==> src/rtl/epbank_pkg.sv <==
package epbank_pkg;
  localparam int BYTE_W = 8;
  localparam int OFF_W  = 3;

  typedef enum logic [OFF_W-1:0] {
    OFF_CTRL = 3'd0,
    OFF_BASE = 3'd1,
    OFF_LEN  = 3'd2,
    OFF_STAT = 3'd3,
    OFF_CNT  = 3'd4
  } reg_off_e;

  typedef struct packed {
    logic [BYTE_W-1:0] ctrl;
    logic [BYTE_W-1:0] base;
    logic [BYTE_W-1:0] len;
    logic [BYTE_W-1:0] stat;
    logic [BYTE_W-1:0] cnt;
  } set_regs_t;

  localparam int ARM_BIT = 0;
  localparam int SEL_BIT = BYTE_W - 1;
endpackage

==> src/rtl/epb_set.sv <==
module epb_set
  import epbank_pkg::*;
(
  input  logic              clk,
  input  logic              rst,
  input  logic              wr_en,
  input  logic [OFF_W-1:0]  wr_off,
  input  logic [BYTE_W-1:0] wr_data,
  input  logic              done_i,
  input  logic [BYTE_W-1:0] stat_in,
  input  logic [BYTE_W-1:0] cnt_in,
  output set_regs_t         regs_o
);
  set_regs_t r;

  always_ff @(posedge clk) begin
    if (rst) begin
      r <= '0;
    end else begin
      if (wr_en) begin
        case (wr_off)
          OFF_CTRL: r.ctrl[SEL_BIT-1:0] <= wr_data[SEL_BIT-1:0];
          OFF_BASE: r.base <= wr_data;
          OFF_LEN:  r.len  <= wr_data;
          OFF_STAT: r.stat <= wr_data;
          OFF_CNT:  r.cnt  <= wr_data;
          default: ;
        endcase
      end
      // completion comes last so it overrides a same-cycle firmware write
      if (done_i) begin
        r.stat       <= stat_in;
        r.cnt        <= cnt_in;
        r.ctrl[ARM_BIT] <= 1'b0;
      end
    end
  end

  assign regs_o = r;

  assert_done_disarms_R6: assert property (@(posedge clk) disable iff (rst)
    done_i |=> !regs_o.ctrl[ARM_BIT]);

  assert_done_loads_R6: assert property (@(posedge clk) disable iff (rst)
    done_i |=> (regs_o.stat == $past(stat_in) && regs_o.cnt == $past(cnt_in)));

  assert_arm_write_R3: assert property (@(posedge clk) disable iff (rst)
    (wr_en && wr_off == OFF_CTRL && !done_i) |=> regs_o.ctrl[ARM_BIT] == $past(wr_data[ARM_BIT]));

  assert_bit7_clear_R3: assert property (@(posedge clk) disable iff (rst)
    1'b1 |=> !regs_o.ctrl[SEL_BIT]);
endmodule

==> src/rtl/epb_endpoint.sv <==
module epb_endpoint
  import epbank_pkg::*;
(
  input  logic              clk,
  input  logic              rst,
  input  logic              wr_en,
  input  logic              wr_set,
  input  logic [OFF_W-1:0]  wr_off,
  input  logic [BYTE_W-1:0] wr_data,
  input  logic              done_i,
  input  logic [BYTE_W-1:0] stat_in,
  input  logic [BYTE_W-1:0] cnt_in,
  output set_regs_t [1:0]   sets_o,
  output logic              sel_o,
  output logic [BYTE_W-1:0] act_base_o,
  output logic [BYTE_W-1:0] act_len_o,
  output logic              act_armed_o
);
  logic sel_q;

  for (genvar k = 0; k < 2; k++) begin : g_set
    epb_set u_set (
      .clk     (clk),
      .rst     (rst),
      .wr_en   (wr_en && (wr_set == 1'(k))),
      .wr_off  (wr_off),
      .wr_data (wr_data),
      .done_i  (done_i && (sel_q == 1'(k))),
      .stat_in (stat_in),
      .cnt_in  (cnt_in),
      .regs_o  (sets_o[k])
    );
  end

  always_ff @(posedge clk) begin
    if (rst)         sel_q <= 1'b0;
    else if (done_i) sel_q <= ~sel_q;
  end

  assign sel_o       = sel_q;
  assign act_base_o  = sets_o[sel_q].base;
  assign act_len_o   = sets_o[sel_q].len;
  assign act_armed_o = sets_o[sel_q].ctrl[ARM_BIT];

  assert_reset_sel_R1: assert property (@(posedge clk) disable iff (rst)
    $past(rst) |-> (!sel_o && !act_armed_o));

  assert_flip_R5: assert property (@(posedge clk) disable iff (rst)
    done_i |=> (sel_o != $past(sel_o)));

  assert_hold_R10: assert property (@(posedge clk) disable iff (rst)
    !done_i |=> $stable(sel_o));

  assert_new_set_armed_R7: assert property (@(posedge clk) disable iff (rst)
    (done_i && !wr_en) |=> (act_armed_o == $past(sets_o[~sel_q].ctrl[ARM_BIT])));
endmodule

==> src/rtl/epb_rdmux.sv <==
module epb_rdmux
  import epbank_pkg::*;
#(
  parameter int NUM_EP = 4,
  parameter int ADDR_W = $clog2(NUM_EP) + 4
) (
  input  set_regs_t [2*NUM_EP-1:0] sets_i,
  input  logic [NUM_EP-1:0]        sel_i,
  input  logic [ADDR_W-1:0]        addr_i,
  output logic [BYTE_W-1:0]        rdata_o
);
  localparam int EP_W = ADDR_W - 4;

  logic [EP_W-1:0]  ep;
  logic             st;
  logic [OFF_W-1:0] off;
  set_regs_t        r;

  always_comb begin
    ep      = addr_i[ADDR_W-1:4];
    st      = addr_i[3];
    off     = addr_i[OFF_W-1:0];
    r       = '0;
    rdata_o = '0;
    if (int'(ep) < NUM_EP) begin
      r = sets_i[{ep, st}];
      case (off)
        OFF_CTRL: rdata_o = {sel_i[ep], r.ctrl[SEL_BIT-1:0]};
        OFF_BASE: rdata_o = r.base;
        OFF_LEN:  rdata_o = r.len;
        OFF_STAT: rdata_o = r.stat;
        OFF_CNT:  rdata_o = r.cnt;
        default:  rdata_o = '0;
      endcase
    end
  end

  always_comb begin
    if (addr_i[OFF_W-1:0] > 3'd4)
      assert_unmapped_zero_R4: assert (rdata_o == '0);
  end
endmodule

==> src/rtl/ep_pingpong_bank.sv <==
module ep_pingpong_bank
  import epbank_pkg::*;
#(
  parameter int NUM_EP = 4,
  parameter int DMA_EP = 3,
  parameter int ADDR_W = $clog2(NUM_EP) + 4
) (
  input  logic                     clk,
  input  logic                     rst,
  input  logic                     reg_wr,
  input  logic [ADDR_W-1:0]        reg_addr,
  input  logic [BYTE_W-1:0]        reg_wdata,
  output logic [BYTE_W-1:0]        reg_rdata,
  input  logic [NUM_EP-1:0]        xfer_done,
  input  logic [NUM_EP*BYTE_W-1:0] xfer_status,
  input  logic [NUM_EP*BYTE_W-1:0] xfer_resid,
  output logic [NUM_EP*BYTE_W-1:0] act_base,
  output logic [NUM_EP*BYTE_W-1:0] act_len,
  output logic [NUM_EP-1:0]        act_armed,
  output logic [NUM_EP-1:0]        next_sel,
  output logic                     dma_en
);
  localparam int EP_W = ADDR_W - 4;

  logic [EP_W-1:0]  a_ep;
  logic             a_set;
  logic [OFF_W-1:0] a_off;
  logic             mapped;
  set_regs_t [2*NUM_EP-1:0] all_sets;

  assign a_ep   = reg_addr[ADDR_W-1:4];
  assign a_set  = reg_addr[3];
  assign a_off  = reg_addr[OFF_W-1:0];
  assign mapped = (a_off <= 3'd4) && (int'(a_ep) < NUM_EP);

  for (genvar e = 0; e < NUM_EP; e++) begin : g_ep
    epb_endpoint u_ep (
      .clk         (clk),
      .rst         (rst),
      .wr_en       (reg_wr && mapped && (a_ep == EP_W'(e))),
      .wr_set      (a_set),
      .wr_off      (a_off),
      .wr_data     (reg_wdata),
      .done_i      (xfer_done[e]),
      .stat_in     (xfer_status[e*BYTE_W +: BYTE_W]),
      .cnt_in      (xfer_resid[e*BYTE_W +: BYTE_W]),
      .sets_o      (all_sets[2*e+1 -: 2]),
      .sel_o       (next_sel[e]),
      .act_base_o  (act_base[e*BYTE_W +: BYTE_W]),
      .act_len_o   (act_len[e*BYTE_W +: BYTE_W]),
      .act_armed_o (act_armed[e])
    );
  end

  epb_rdmux #(.NUM_EP(NUM_EP), .ADDR_W(ADDR_W)) u_rdmux (
    .sets_i  (all_sets),
    .sel_i   (next_sel),
    .addr_i  (reg_addr),
    .rdata_o (reg_rdata)
  );

  assign dma_en = act_armed[DMA_EP];

  assert_dma_cause_R8: assert property (@(posedge clk) disable iff (rst)
    $rose(dma_en) |-> ($past(reg_wr) || $past(xfer_done[DMA_EP])));

  assert_dma_drop_R8: assert property (@(posedge clk) disable iff (rst)
    $fell(dma_en) |-> ($past(reg_wr) || $past(xfer_done[DMA_EP])));
endmodule

==> config.mk <==
export PLATFORM = sky130hd
export DESIGN_NAME = ep_pingpong_bank
export DESIGN_NICKNAME = d
export VERILOG_FILES = /design/src/rtl/epbank_pkg.sv /design/src/rtl/epb_set.sv /design/src/rtl/epb_endpoint.sv /design/src/rtl/epb_rdmux.sv /design/src/rtl/ep_pingpong_bank.sv
export SDC_FILE = /design/constraint.sdc
export NUM_CORES = 1
export LEC_CHECK = 0
export CAP_MARGIN = 10
export CORE_UTILIZATION = 50
export DETAILED_ROUTE_END_ITERATION = 10
export PLACE_DENSITY = 0.72
export SYNTH_ARGS = -nofsm -noshare
export SYNTH_HDL_FRONTEND = slang
export SYNTH_SLANG_ARGS = --single-unit
==> constraint.sdc <==
create_clock -name clk -period 3.7 [get_ports clk]
set_clock_uncertainty 0.2 [all_clocks]
set_input_delay 0.925 -clock clk [delete_from_list [all_inputs] [get_ports clk]]
set_output_delay 0.925 -clock clk [all_outputs]
set_load 0.01 [all_outputs]
# Yosys cells after proc, flatten, opt, wreduce, memory -nomap -nowiden
# Index checks and enable logic that the tools add are counted.
[totals] output_inout_bits=81 input_bits=85 regBits=316 elab_cells=197
[classes] n_lt_le_gt_ge=7 n_reduce_logical=95 n_eq_ne=7 n_mux=31 bitwise_logic=5
[ops] operator="$mux 33" n=8
[ops] operator="$mux 16" n=16
[ops] operator="$bmux 40 s3" n=1
[ops] operator="$reduce_and 2->1" n=40
[ops] operator="$reduce_bool 2->1" n=24
[ops] operator="$pmux 8 s5" n=1
[ops] operator="$mux 39" n=1
[ops] operator="$logic_and 1x1->1" n=21
[ops] operator="$mux 8" n=2
[ops] operator="$reduce_or 2->1" n=8
[ops] operator="$lt 1x2->1 const B" n=4
[ops] operator="$eq 3x2->1 const B" n=2
[ops] operator="$not 1->1" n=5
[ops] operator="$eq 2x2->1 const B" n=2
[ops] operator="$lt 3x4->1 const B" n=1
[ops] operator="$eq 3x1->1 const B" n=1
[ops] operator="$eq 3x3->1 const B" n=1
[ops] operator="$le 3x3->1 const B" n=1
[ops] operator="$logic_not 3->1" n=1
[ops] operator="$lt 2x3->1 const B" n=1
[ops] operator="$bmux 1 s2" n=1
[ops] operator="$eq 2x1->1 const B" n=1
[ops] operator="$logic_not 2->1" n=1
[ops] operator="$mux 1" n=1

# Longest topological paths before layout
# Gate-level depths: netlist of run 1.
[depth] ltp_word=6 depth_mapped=8 depth_no_buf=5

# By module
# From an unflattened synthesis of run 1, not the netlist that was laid out.
[hier_totals] cells_unflattened=1676 area_unflattened_um2=17894.7
[by_module_without_submodules] mod="epb_set" cells_per_inst=163 n_inst=8 area_each_um2=1720.4
[by_module_without_submodules] mod="epb_rdmux" cells_per_inst=261 n_inst=1 area_each_um2=2716.4
[by_module_without_submodules] mod="epb_endpoint" cells_per_inst=26 n_inst=4 area_each_um2=339.1
[by_module_without_submodules] mod="ep_pingpong_bank" cells_per_inst=7 n_inst=1 area_each_um2=58.8

# Least setup slack after synthesis of run 1
# No wires, ideal clock.
[synth_path] kind="input -> output" startpoint="input port reg_addr[3]" endpoint="output port reg_rdata[6]" arrival_ns=2.298 setup_slack_ns=0.277 cell_stages=8 required_time_ns=2.575 path_cell_list="buf_4 buf_4 buf_4 buf_4 mux2i_1 o22ai_1 o21ai_0 o2111ai_1"
[synth_via] elab_chain_cells=3
[synth_lines] item="start: declaration" line_no="ep_pingpong_bank.sv:11" text="input logic [ADDR_W-1:0] reg_addr,"
[synth_lines] item="$bmux 40 s3" line_no="epb_rdmux.sv:26" text="r = sets_i[{ep, st}];"
[synth_lines] item="$mux 39 (implied by the code)" line_no="epb_rdmux.sv:26"
[synth_lines] item="$pmux 8 s5" line_no="epb_rdmux.sv:27" text="case (off)"
[synth_lines] item="end: declaration" line_no="ep_pingpong_bank.sv:13" text="output logic [BYTE_W-1:0] reg_rdata,"
# Every way passes these cells. The select of a mux whose other input is x is not followed.

# Worst setup path in the final report of run 1
[layout_path] startpoint="input port reg_addr[3]" endpoint="output port reg_rdata[0]"
# Same word-level chain as after synthesis.

==> results of run 1 <==
## worst max-delay path, cell delays in order
cell,delay (ps)
buf_6,210
clkbuf_16,210
buf_4,110
mux4_2,480
mux2i_1,340
o21ai_2,130
buf_2,160
## sequential cells by signal, summed over array words and instances, names as in the netlist
register                      flops
g_ep.u_ep.sel_o                   4
g_ep.u_ep.g_set.u_set.regs_o    312
## routing by layer
layer,share of wire,wire [um]
met1,0.43,24700
met5,0.0011,63
met3,0.087,4960
met4,0.029,1670
met2,0.45,25500
## what timing repair did
item	CTS	global route
gates cloned	3	4
resized for setup	77	34
pin swaps	9	6
hold buffers	0	0
setup endpoints to repair	8	8
buffers inserted	5	10
## logic make-up (layout without fill, tap and decap cells)
| family | after synthesis | in the layout |
|---|---|---|
| AO/OA/AOI/OAI | 366 | 366 |
| multiplexers | 365 | 365 |
| flip-flops | 316 | 316 |
| AND/OR/NAND/NOR | 592 | 592 |
| buffers and inverters | 199 | 430 |
## per-stage QoR
step	utilization	hold WS, ps	area (um^2)	total power [mW]
after floorplan	-	236	16300	4.19
after CTS	0.647	255	20600	8.38
final	0.656	255	20900	8.41
after detailed placement	0.601	247	19100	4.65
after global routing	0.656	267	20900	8.66
after global placement	0.601	241	19100	4.64
## cell type report
cell class,count,share of cell area
Sequential cell,316,0.303
Inverter,4,0.000719
Timing Repair Buffer,360,0.165
Tap cell,435,0.0261
Clock inverter,9,0.00504
Multi-Input combinational cell,1323,0.445
Clock buffer,57,0.0553
## report_power, final
part / switching, mW / leakage [nW] / internal, mW
Clock: 1.45 / 0.621 / 2.29
Combinational: 0.621 / 4.52 / 0.464
Sequential: 0.0718 / 2.57 / 3.52
Total: 2.14 / 7.71 / 6.27
## cell usage after synthesis (all sizes together) (4+ instances only)
| cell | number |
|---|---|
| nand2b | 11 |
| inv | 4 |
| mux4 | 19 |
| o21ai | 62 |
| and4 | 7 |
| a211oi | 73 |
| nand3 | 139 |
| nor2 | 220 |
| a21oi | 108 |
| o22ai | 60 |
| dfxtp | 316 |
| a311oi | 56 |
| nor2b | 4 |
| nor3 | 6 |
| mux2 | 68 |
| clkbuf | 127 |
| buf | 68 |
| mux2i | 278 |
| nand2 | 190 |
## worst min-delay path by stage
| stage | from | to | cells after the start |
|---|---|---|---|
| final | g_ep[0].u_ep.g_set[1].u_set.regs_o[34]$_SDFFE_PP0P_ | g_ep[0].u_ep.g_set[1].u_set.regs_o[34]$_SDFFE_PP0P_ | 2 |
| after CTS | g_ep[0].u_ep.g_set[0].u_set.regs_o[36]$_SDFFE_PP0P_ | g_ep[0].u_ep.g_set[0].u_set.regs_o[36]$_SDFFE_PP0P_ | 2 |
| after detailed placement | g_ep[0].u_ep.g_set[0].u_set.regs_o[36]$_SDFFE_PP0P_ | g_ep[0].u_ep.g_set[0].u_set.regs_o[36]$_SDFFE_PP0P_ | 2 |
| after global routing | g_ep[2].u_ep.g_set[0].u_set.regs_o[34]$_SDFFE_PP0P_ | g_ep[2].u_ep.g_set[0].u_set.regs_o[34]$_SDFFE_PP0P_ | 2 |
| after global placement | g_ep[2].u_ep.g_set[0].u_set.regs_o[38]$_SDFFE_PP0P_ | g_ep[2].u_ep.g_set[0].u_set.regs_o[38]$_SDFFE_PP0P_ | 2 |
| after floorplan | g_ep[0].u_ep.g_set[0].u_set.regs_o[33]$_SDFFE_PP0P_ | g_ep[0].u_ep.g_set[0].u_set.regs_o[33]$_SDFFE_PP0P_ | 2 |
==> flow_summary.json, run 1 <==
{
  "grt_antenna_before_repair": 0,
  "grt_most_used_layer": "met2",
  "fillers": 2601,
  "final_layout_size_suffix_gt1_frac": 0.203,
  "synth-simple-area-share": 0.171,
  "cap_violations": 0,
  "crit_end": "reg_rdata[0]",
  "setup_tns_ps": -4.38,
  "fp.coreArea_um2": 31800,
  "synth_adder_area_share": 0,
  "syn_area_um2": 16300,
  "placement.setup.worst_slack_ps": -686,
  "fin_ws_ps": -4.38,
  "dp.cells": 2416,
  "setup_viol": 1,
  "violations": "negative setup slack",
  "grt_use_met3": 0.0477,
  "power_leakage_nw": 7.71,
  "rr_endpoint": "g_ep[3].u_ep.g_set[0].u_set.regs_o[2]$_SDFFE_PP0P_",
  "via_per_inst": 6.17,
  "synth_ff_type": "dfxtp_1",
  "finalHoldViolations": 0,
  "fin_crit_sh": 1.00,
  "synth_area_leaders": "dfxtp_1 39%, mux2i_1 17%, mux2_2 4.7%, nor2_1 4.7%, nand2_1 4.4%",
  "antennaDiodeCount": 0,
  "final_common_cell": "dfxtp_1",
  "muxShareOfSynthArea": 0.244,
  "grt_overflow": 0,
  "grt_util_all_layers": 0.333,
  "tightest_slew_ps": 1000,
  "routed_wl_mm": 57.0,
  "crit_arrival_ps": 2580,
  "ys_seq_area_frac": 0.389,
  "grtUsageMet1": 0.477,
  "slew_violations": 0,
  "worstSetupEndpointType": "output pin",
  "numCtsBuffers": 37,
  "outcome": "finished, violations left",
  "place.gp.congestion": 0.934,
  "seqCellArea_um2": 6330,
  "first_global_vias": 14500,
  "clkSinkCount": 316,
  "r2r_cells": 5,
  "timing.fmax_mhz": 270,
  "drt-initial-drc-count": 1780,
  "synth_edf_count": 0,
  "layout.nets": 2127,
  "synth_top_area_frac": 0.389,
  "synth_cells": 1838,
  "clock_latency_ps": 520,
  "instances_no_fill": 2504,
  "layout_common_cells": "316 x dfxtp_1, 271 x mux2i_1, 202 x nor2_1",
  "synth_cell_types": 44,
  "cp_data_required_time_ps": 2570,
  "portBuffers": 165,
  "ir_drop_mv": 0.323,
  "areaGrowthSynthToFinish_pct": 28.3,
  "clockBufferDepth": 3,
  "die_area_um2": 33300,
  "startpoint": "reg_addr[3]",
  "drt_pre_antenna_iters": 5,
  "cts_tree": "built",
  "clkTransAtPathRegs_ps": 60,
  "async_flop_share": 0,
  "hold_class": "reg2reg",
  "num_vias": 15500,
  "relSlewSlack": 0.330,
  "boundaryPins": 166,
  "initial_core_util": 0.512,
  "crit_type": "in2out",
  "cts_root_buf": "clkbuf_16",
  "dp.final_hpwl_mm": 37.9,
  "grt_pass1_wl_mm": 86.2,
  "grt.met2_usage": 0.517,
  "drtAntennaViolNets": 0,
  "synth_top_family_by_area": "multiplexers",
  "synth.largest_area_cell": "dfxtp_1",
  "wl_per_cell_um": 22.8,
  "grt_max_degree": 103,
  "rsz0062_at_grt": "yes",
  "reg2reg_slack_ps": 1680,
  "die_y_um": 182,
  "power_density_nw_per_um2": 403,
  "die_x_um": 182,
  "synth_warnings": 0,
  "cp-start-kind": "input pin",
  "synth-xor-area-share": 0,
  "yosys_register_bits": 316,
  "reg2reg_from": "g_ep[3].u_ep.sel_o$_SDFFE_PP0P_",
  "critPathMaxFanout": 8,
  "multi_input_area_um2": 9280,
  "period_minus_slack_ps": 3700,
  "htreeDepth": 2,
  "syn_avg_cell_area_um2": 8.85,
  "row_count": 65,
  "synth_compound_area_frac": 0.143,
  "drc": 0,
  "synth_fp_nets": 1923
}
(Power assumes the default switching activity.)
==> run 2: changes to the inputs <==
--- a/config.mk
+++ b/config.mk
@@ -6,9 +6,10 @@
 export NUM_CORES = 1
 export LEC_CHECK = 0
 export CAP_MARGIN = 10
-export CORE_UTILIZATION = 50
+export CORE_MARGIN = 2
+export CORE_UTILIZATION = 30
 export DETAILED_ROUTE_END_ITERATION = 10
-export PLACE_DENSITY = 0.72
+export PLACE_DENSITY = 0.48
 export SYNTH_ARGS = -nofsm -noshare
 export SYNTH_HDL_FRONTEND = slang
 export SYNTH_SLANG_ARGS = --single-unit
==> constraint.sdc (replaced) <==
create_clock -name clk -period 3.7 [get_ports clk]
set_clock_uncertainty 0.2 [all_clocks]
set_input_delay 0.925 -clock clk [delete_from_list [all_inputs] [get_ports clk]]
set_output_delay 0.925 -clock clk [all_outputs]
set_load 0.1 [all_outputs]
==> run 2 against run 1 <==
The run still ends with negative setup slack left. Total power increased by 1.2%. Via count decreased by 1.8%. Sequential power about the same. Global-route usage decreased by 10 points. Sequential share of layout area decreased by 1.8 points. First-iteration DRC count decreased by 30%. Maximum frequency decreased by 3.7%. Critical endpoint is now reg_rdata[7]. Largest power group unchanged.
==> flow_summary.json, run 2 (synthesis results as in run 1) <==
{
  "outcome": "finished, violations left",
  "violations": "negative setup slack",
  "setup_viol": 6,
  "place.gp.congestion": 0.891,
  "clkTransAtPathRegs_ps": 60,
  "drt-initial-drc-count": 1252,
  "tightest_slew_ps": 846,
  "finalHoldViolations": 0,
  "grt_antenna_before_repair": 0,
  "largest_reg_flops": 312,
  "cap_violations": 0,
  "fp.coreArea_um2": 53700,
  "num_vias": 15200,
  "final_common_cell": "dfxtp_1",
  "cp-start-kind": "input pin",
  "placed_cell_area_um2": 20600,
  "slew_violations": 0,
  "power_density_nw_per_um2": 383,
  "die_y_um": 237,
  "path_buf_inv": 4,
  "antennaDiodeCount": 0,
  "fin_ws_ps": -147,
  "first_global_vias": 14800,
  "setup_tns_ps": -296,
  "row_count": 85,
  "areaGrowthSynthToFinish_pct": 36.6,
  "cpLargestDelayFamily": "multiplexers",
  "final_layout_size_suffix_gt1_frac": 0.260,
  "finalInstanceArea_um2": 22200,
  "die_x_um": 237,
  "clockBufferDepth": 3,
  "grt_pass1_wl_mm": 97.3,
  "die_area_um2": 56100,
  "drc": 0,
  "p_clk_frac": 0.433,
  "via_per_inst": 5.38,
  "htreeDepth": 2,
  "grt_max_degree": 97,
  "crit_arrival_ps": 2720,
  "worstSetupEndpointType": "output pin",
  "layout_common_cells": "316 x dfxtp_1, 267 x mux2i_1, 232 x buf_4",
  "power_switching_mw": 2.34,
  "relSlewSlack": 0.436,
  "initial_core_util": 0.303,
  "routed_wl_mm": 65.0,
  "power_leakage_nw": 8.24,
  "placement.setup.worst_slack_ps": -470,
  "cts_hold_buf": 0,
  "dp.final_hpwl_mm": 45.9,
  "clkSinkCount": 316,
  "numCtsBuffers": 38,
  "p_sw_frac": 0.275,
  "fillers": 5258,
  "layout.nets": 2181,
  "cts_tree": "built",
  "portBuffers": 165,
  "boundaryPins": 166,
  "cp_data_required_time_ps": 2570,
  "period_minus_slack_ps": 3850,
  "grt_util_all_layers": 0.228,
  "clock_latency_ps": 550,
  "cpMostUsedCell": "buf_12",
  "critPathMaxFanout": 5,
  "p_comb_frac": 0.145,
  "finalPower_mw": 8.51,
  "fin_crit_sh": 1.04,
  "rsz0062_at_grt": "yes",
  "timing.fmax_mhz": 260,
  "hold_class": "reg2reg",
  "drtAntennaViolNets": 0,
  "crit_chain": "clkbuf_16 > buf_12 > mux4_2 > mux2i_2 > o22a_1 > nand4_1 > buf_4 > buf_12",
  "cts_root_buf": "clkbuf_16",
  "grt_overflow": 0,
  "cpMaxStageDelayCell": "mux4_2",
  "drt_pre_antenna_iters": 5,
  "wl_per_cell_um": 23.0,
  "seqPwrFrac": 0.422,
  "timing.hold.ws_ps": 256,
  "p_int_mw": 6.17,
  "max_stage_delay_ps": 510,
  "crit_type": "in2out",
  "ir_drop_mv": 0.271
}
-- run 2: power by group through the flow --
stage / clock [mW] / sequential [mW] / combinational (mW)
detailed placement: 0 / 3.66 / 1.17
floorplan: 0 / 3.63 / 0.639
global placement: 0 / 3.66 / 1.17
CTS: 3.76 / 3.59 / 1.23
global route: 3.90 / 3.60 / 1.30
finish: 3.69 / 3.59 / 1.24
-- run 2: area by class of cell --
cell class,count,area (um^2),share of cell area
well taps,696,871,0.0392
flip-flops and latches,316,6330,0.285
inverters,4,15.0,0.000676
repair buffers,413,4470,0.201
multi-input cells,1323,9320,0.420
clock inverters,14,100,0.00451
clock buffers,56,1100,0.0496
-- run 2: what timing repair did --
action,in CTS,in global routing
gates cloned,6,0
setup buffers,13,1
pin swaps,19,9
endpoints found under the hold margin,0,0
setup endpoints to repair,8,8
gates resized for setup,73,15
-- run 2: path summary, 6_finish.rpt --
| kind | from | to | slack (ps) | depth (start not counted) |
|---|---|---|---|---|
| worst min register to register | g_ep[2].u_ep.g_set[1].u_set.regs_o[33]$_SDFFE_PP0P_ | g_ep[2].u_ep.g_set[1].u_set.regs_o[33]$_SDFFE_PP0P_ | 260 | 2 |
| worst max register to register | g_ep[3].u_ep.sel_o$_SDFFE_PP0P_ | g_ep[3].u_ep.g_set[0].u_set.regs_o[2]$_SDFFE_PP0P_ | 1250 | 6 |
| worst min-delay path | g_ep[2].u_ep.g_set[1].u_set.regs_o[33]$_SDFFE_PP0P_ | g_ep[2].u_ep.g_set[1].u_set.regs_o[33]$_SDFFE_PP0P_ | 260 | 2 |
| worst max-delay path | reg_addr[3] | reg_rdata[7] | -150 | 8 |
-- run 2: routing by layer --
metal | share of wire | track usage
met1 | 0.46 | 0.321
met2 | 0.46 | 0.367
met3 | 0.052 | 0.0298
met5 | 0 | 0
met4 | 0.022 | 0.0600
-- run 2: metrics by stage --
step | cells | util
finish | 2822 | 0.414
global route | 2822 | 0.414
CTS | 2821 | 0.413
detailed placement | 2732 | 0.383
global placement | 2732 | 0.383
floorplan | 1838 | -
-- run 2: tightest hold or removal path, delay by kind of cell, from the launching register on --
| kind | cells | cell delay, ps |
|---|---|---|
| simple gates | 1 | 50 |
| compound gates | 1 | 50 |
| flops | 1 | 310 |
==> run 3: changes to the inputs <==
--- a/config.mk
+++ b/config.mk
@@ -6,7 +6,6 @@
 export NUM_CORES = 1
 export LEC_CHECK = 0
 export CAP_MARGIN = 10
-export CORE_MARGIN = 2
 export CORE_UTILIZATION = 30
 export DETAILED_ROUTE_END_ITERATION = 10
 export PLACE_DENSITY = 0.48
==> run 3 against run 2 <==
The flow still finishes with violations (negative setup slack). Critical path type unchanged. Cell area decreased by 0.49%. Final cell count about the same. Clock-buffer cell count increased by 1. Largest power group unchanged. Worst setup slack improved by 67 ps. Sequential power about the same. Die area decreased by 1.7%. Total power increased by 0.13%. Critical path depth increased by 2. Via count decreased by 0.35%. Largest cell class unchanged.
==> flow_summary.json, run 3 (synthesis results as in run 1) <==
{
  "drtAntennaViolNets": 0,
  "ir_drop_mv": 0.269,
  "antennaDiodeCount": 0,
  "clock_latency_ps": 560,
  "hold_class": "reg2reg",
  "layout_common_cells": "316 x dfxtp_1, 265 x mux2i_1, 264 x buf_4",
  "fin_crit_sh": 1.02,
  "cts_hold_buf": 0,
  "p_int_mw": 6.18,
  "cp_data_required_time_ps": 2570,
  "grt_antenna_before_repair": 1,
  "final_layout_size_suffix_gt1_frac": 0.271,
  "cts_tree": "built",
  "routed_wl_mm": 65.2,
  "seqPwrFrac": 0.421,
  "portBuffers": 165,
  "num_vias": 15100,
  "power_switching_mw": 2.34,
  "finalPower_mw": 8.52,
  "areaGrowthSynthToFinish_pct": 35.9,
  "power_leakage_nw": 8.27,
  "initial_core_util": 0.306,
  "via_per_inst": 5.36,
  "die_area_um2": 55200,
  "outcome": "finished, violations left",
  "dp.final_hpwl_mm": 45.0,
  "fp.coreArea_um2": 53100,
  "whs_path_depth": 2,
  "rsz0062_at_grt": "yes",
  "htreeDepth": 2,
  "cp-start-kind": "input pin",
  "violations": "negative setup slack",
  "fillers": 5146,
  "grt_util_all_layers": 0.228,
  "fin_ws_ps": -80.2,
  "setup_viol": 2,
  "slew_violations": 0,
  "drt-initial-drc-count": 1219,
  "die_y_um": 235,
  "die_x_um": 235,
  "multi_input_area_um2": 9460,
  "drc": 0,
  "holdPathEnd": "g_ep[1].u_ep.g_set[1].u_set.regs_o[38]$_SDFFE_PP0P_",
  "drt_pre_antenna_iters": 7,
  "numCtsBuffers": 38,
  "cap_violations": 0,
  "power_density_nw_per_um2": 386,
  "p_sw_frac": 0.275,
  "largest_reg_flops": 312,
  "crit_arrival_ps": 2660,
  "timing.fmax_mhz": 265,
  "grt_pass1_wl_mm": 96.7,
  "critPathMaxFanout": 7,
  "first_global_vias": 14600,
  "final_common_cell": "dfxtp_1",
  "seqCellArea_um2": 6330,
  "finalHoldViolations": 0,
  "wl_per_cell_um": 23.1,
  "place.gp.congestion": 0.887,
  "row_count": 84,
  "reg2reg_slack_ps": 1360,
  "r2r_cells": 5,
  "relSlewSlack": 0.399,
  "crit_type": "in2out",
  "instances_no_fill": 2820,
  "tightest_slew_ps": 900,
  "placement.setup.worst_slack_ps": -416,
  "clkTransAtPathRegs_ps": 60,
  "timing.hold.ws_ps": 254,
  "rr_endpoint": "g_ep[0].u_ep.g_set[0].u_set.regs_o[14]$_SDFFE_PP0P_",
  "clockBufferDepth": 3,
  "boundaryPins": 166,
  "dp.cells": 2720,
  "layout.nets": 2191,
  "grt_max_degree": 88,
  "hold_start": "g_ep[1].u_ep.g_set[1].u_set.regs_o[38]$_SDFFE_PP0P_",
  "period_minus_slack_ps": 3780,
  "p_comb_frac": 0.149,
  "grt_overflow": 0,
  "reg2reg_from": "g_ep[0].u_ep.sel_o$_SDFFE_PP0P_",
  "worstSetupEndpointType": "output pin",
  "clkSinkCount": 316,
  "cts_root_buf": "clkbuf_16",
  "p_clk_frac": 0.430
}
-- run 3: cell types whose count changed in the layout (fill, tap and decap cells not counted), sizes merged --
cell / previous run / this run
buf: 336 / 341
bufinv: 1 / 0
clkbuf: 58 / 64
clkinv: 11 / 7
clkinvlp: 2 / 1
inv: 4 / 5
-- run 3: worst max-delay path, stage by stage --
cell and delay (ps):
clkbuf_16 150, buf_12 170, buf_16 140, mux2i_1 230, buf_4 140, o22ai_1 90
o21ai_1 200, nand4_1 210, buf_4 210, buf_12 160
-- run 3: area by class of cell --
class                   count  area share
multi-input cells        1323       0.428
flip-flops and latches    316       0.286
repair buffers            423       0.192
clock buffers              57      0.0517
well taps                 688      0.0389
clock inverters             9     0.00232
inverters                   4    0.000679
-- run 3: worst max-delay path by stage --
| stage | from | end | cells after the start |
|---|---|---|---|
| floorplan | reg_addr[3] | reg_rdata[7] | 6 |
| global placement | reg_addr[5] | reg_rdata[7] | 9 |
| detailed placement | reg_addr[5] | reg_rdata[7] | 10 |
| CTS | reg_addr[3] | reg_rdata[7] | 8 |
| global route | reg_addr[3] | reg_rdata[7] | 8 |
| finish | reg_addr[3] | reg_rdata[7] | 10 |
-- run 3: power by group through the flow --
stage,Sequential [mW],Clock (mW),Combinational [mW]
after global placement,3.66,0,1.16
after detailed placement,3.66,0,1.17
after floorplan,3.63,0,0.639
final,3.59,3.66,1.27
after global routing,3.60,3.88,1.34
after CTS,3.59,3.72,1.23
-- run 3: metrics by stage --
step,TNS (ps),util,cell area [um^2]
3_5_place_dp,-3080,0.378,20100
6_report,-80.8,0.416,22100
5_1_grt,-298,0.416,22100
3_3_place_gp,-2720,0.378,20100
2_1_floorplan,-581,-,16400
4_1_cts,-132,0.411,21800
-- run 3: timing repair --
item                                   in CTS  in global routing
buffers inserted                           18                  5
pin swaps                                  13                 16
cloned                                      5                  7
endpoints found under the hold margin       0                  0
setup endpoints to repair                   8                  8
gates resized for setup                    76                 41
-- run 3: routing by layer --
metal,part of all wire,up-vias,track usage
li1,-,7163,-
met1,0.47,7439,0.322
met2,0.46,443,0.364
met3,0.054,77,0.0356
met4,0.018,2,0.0504
met5,0.00021,-,0
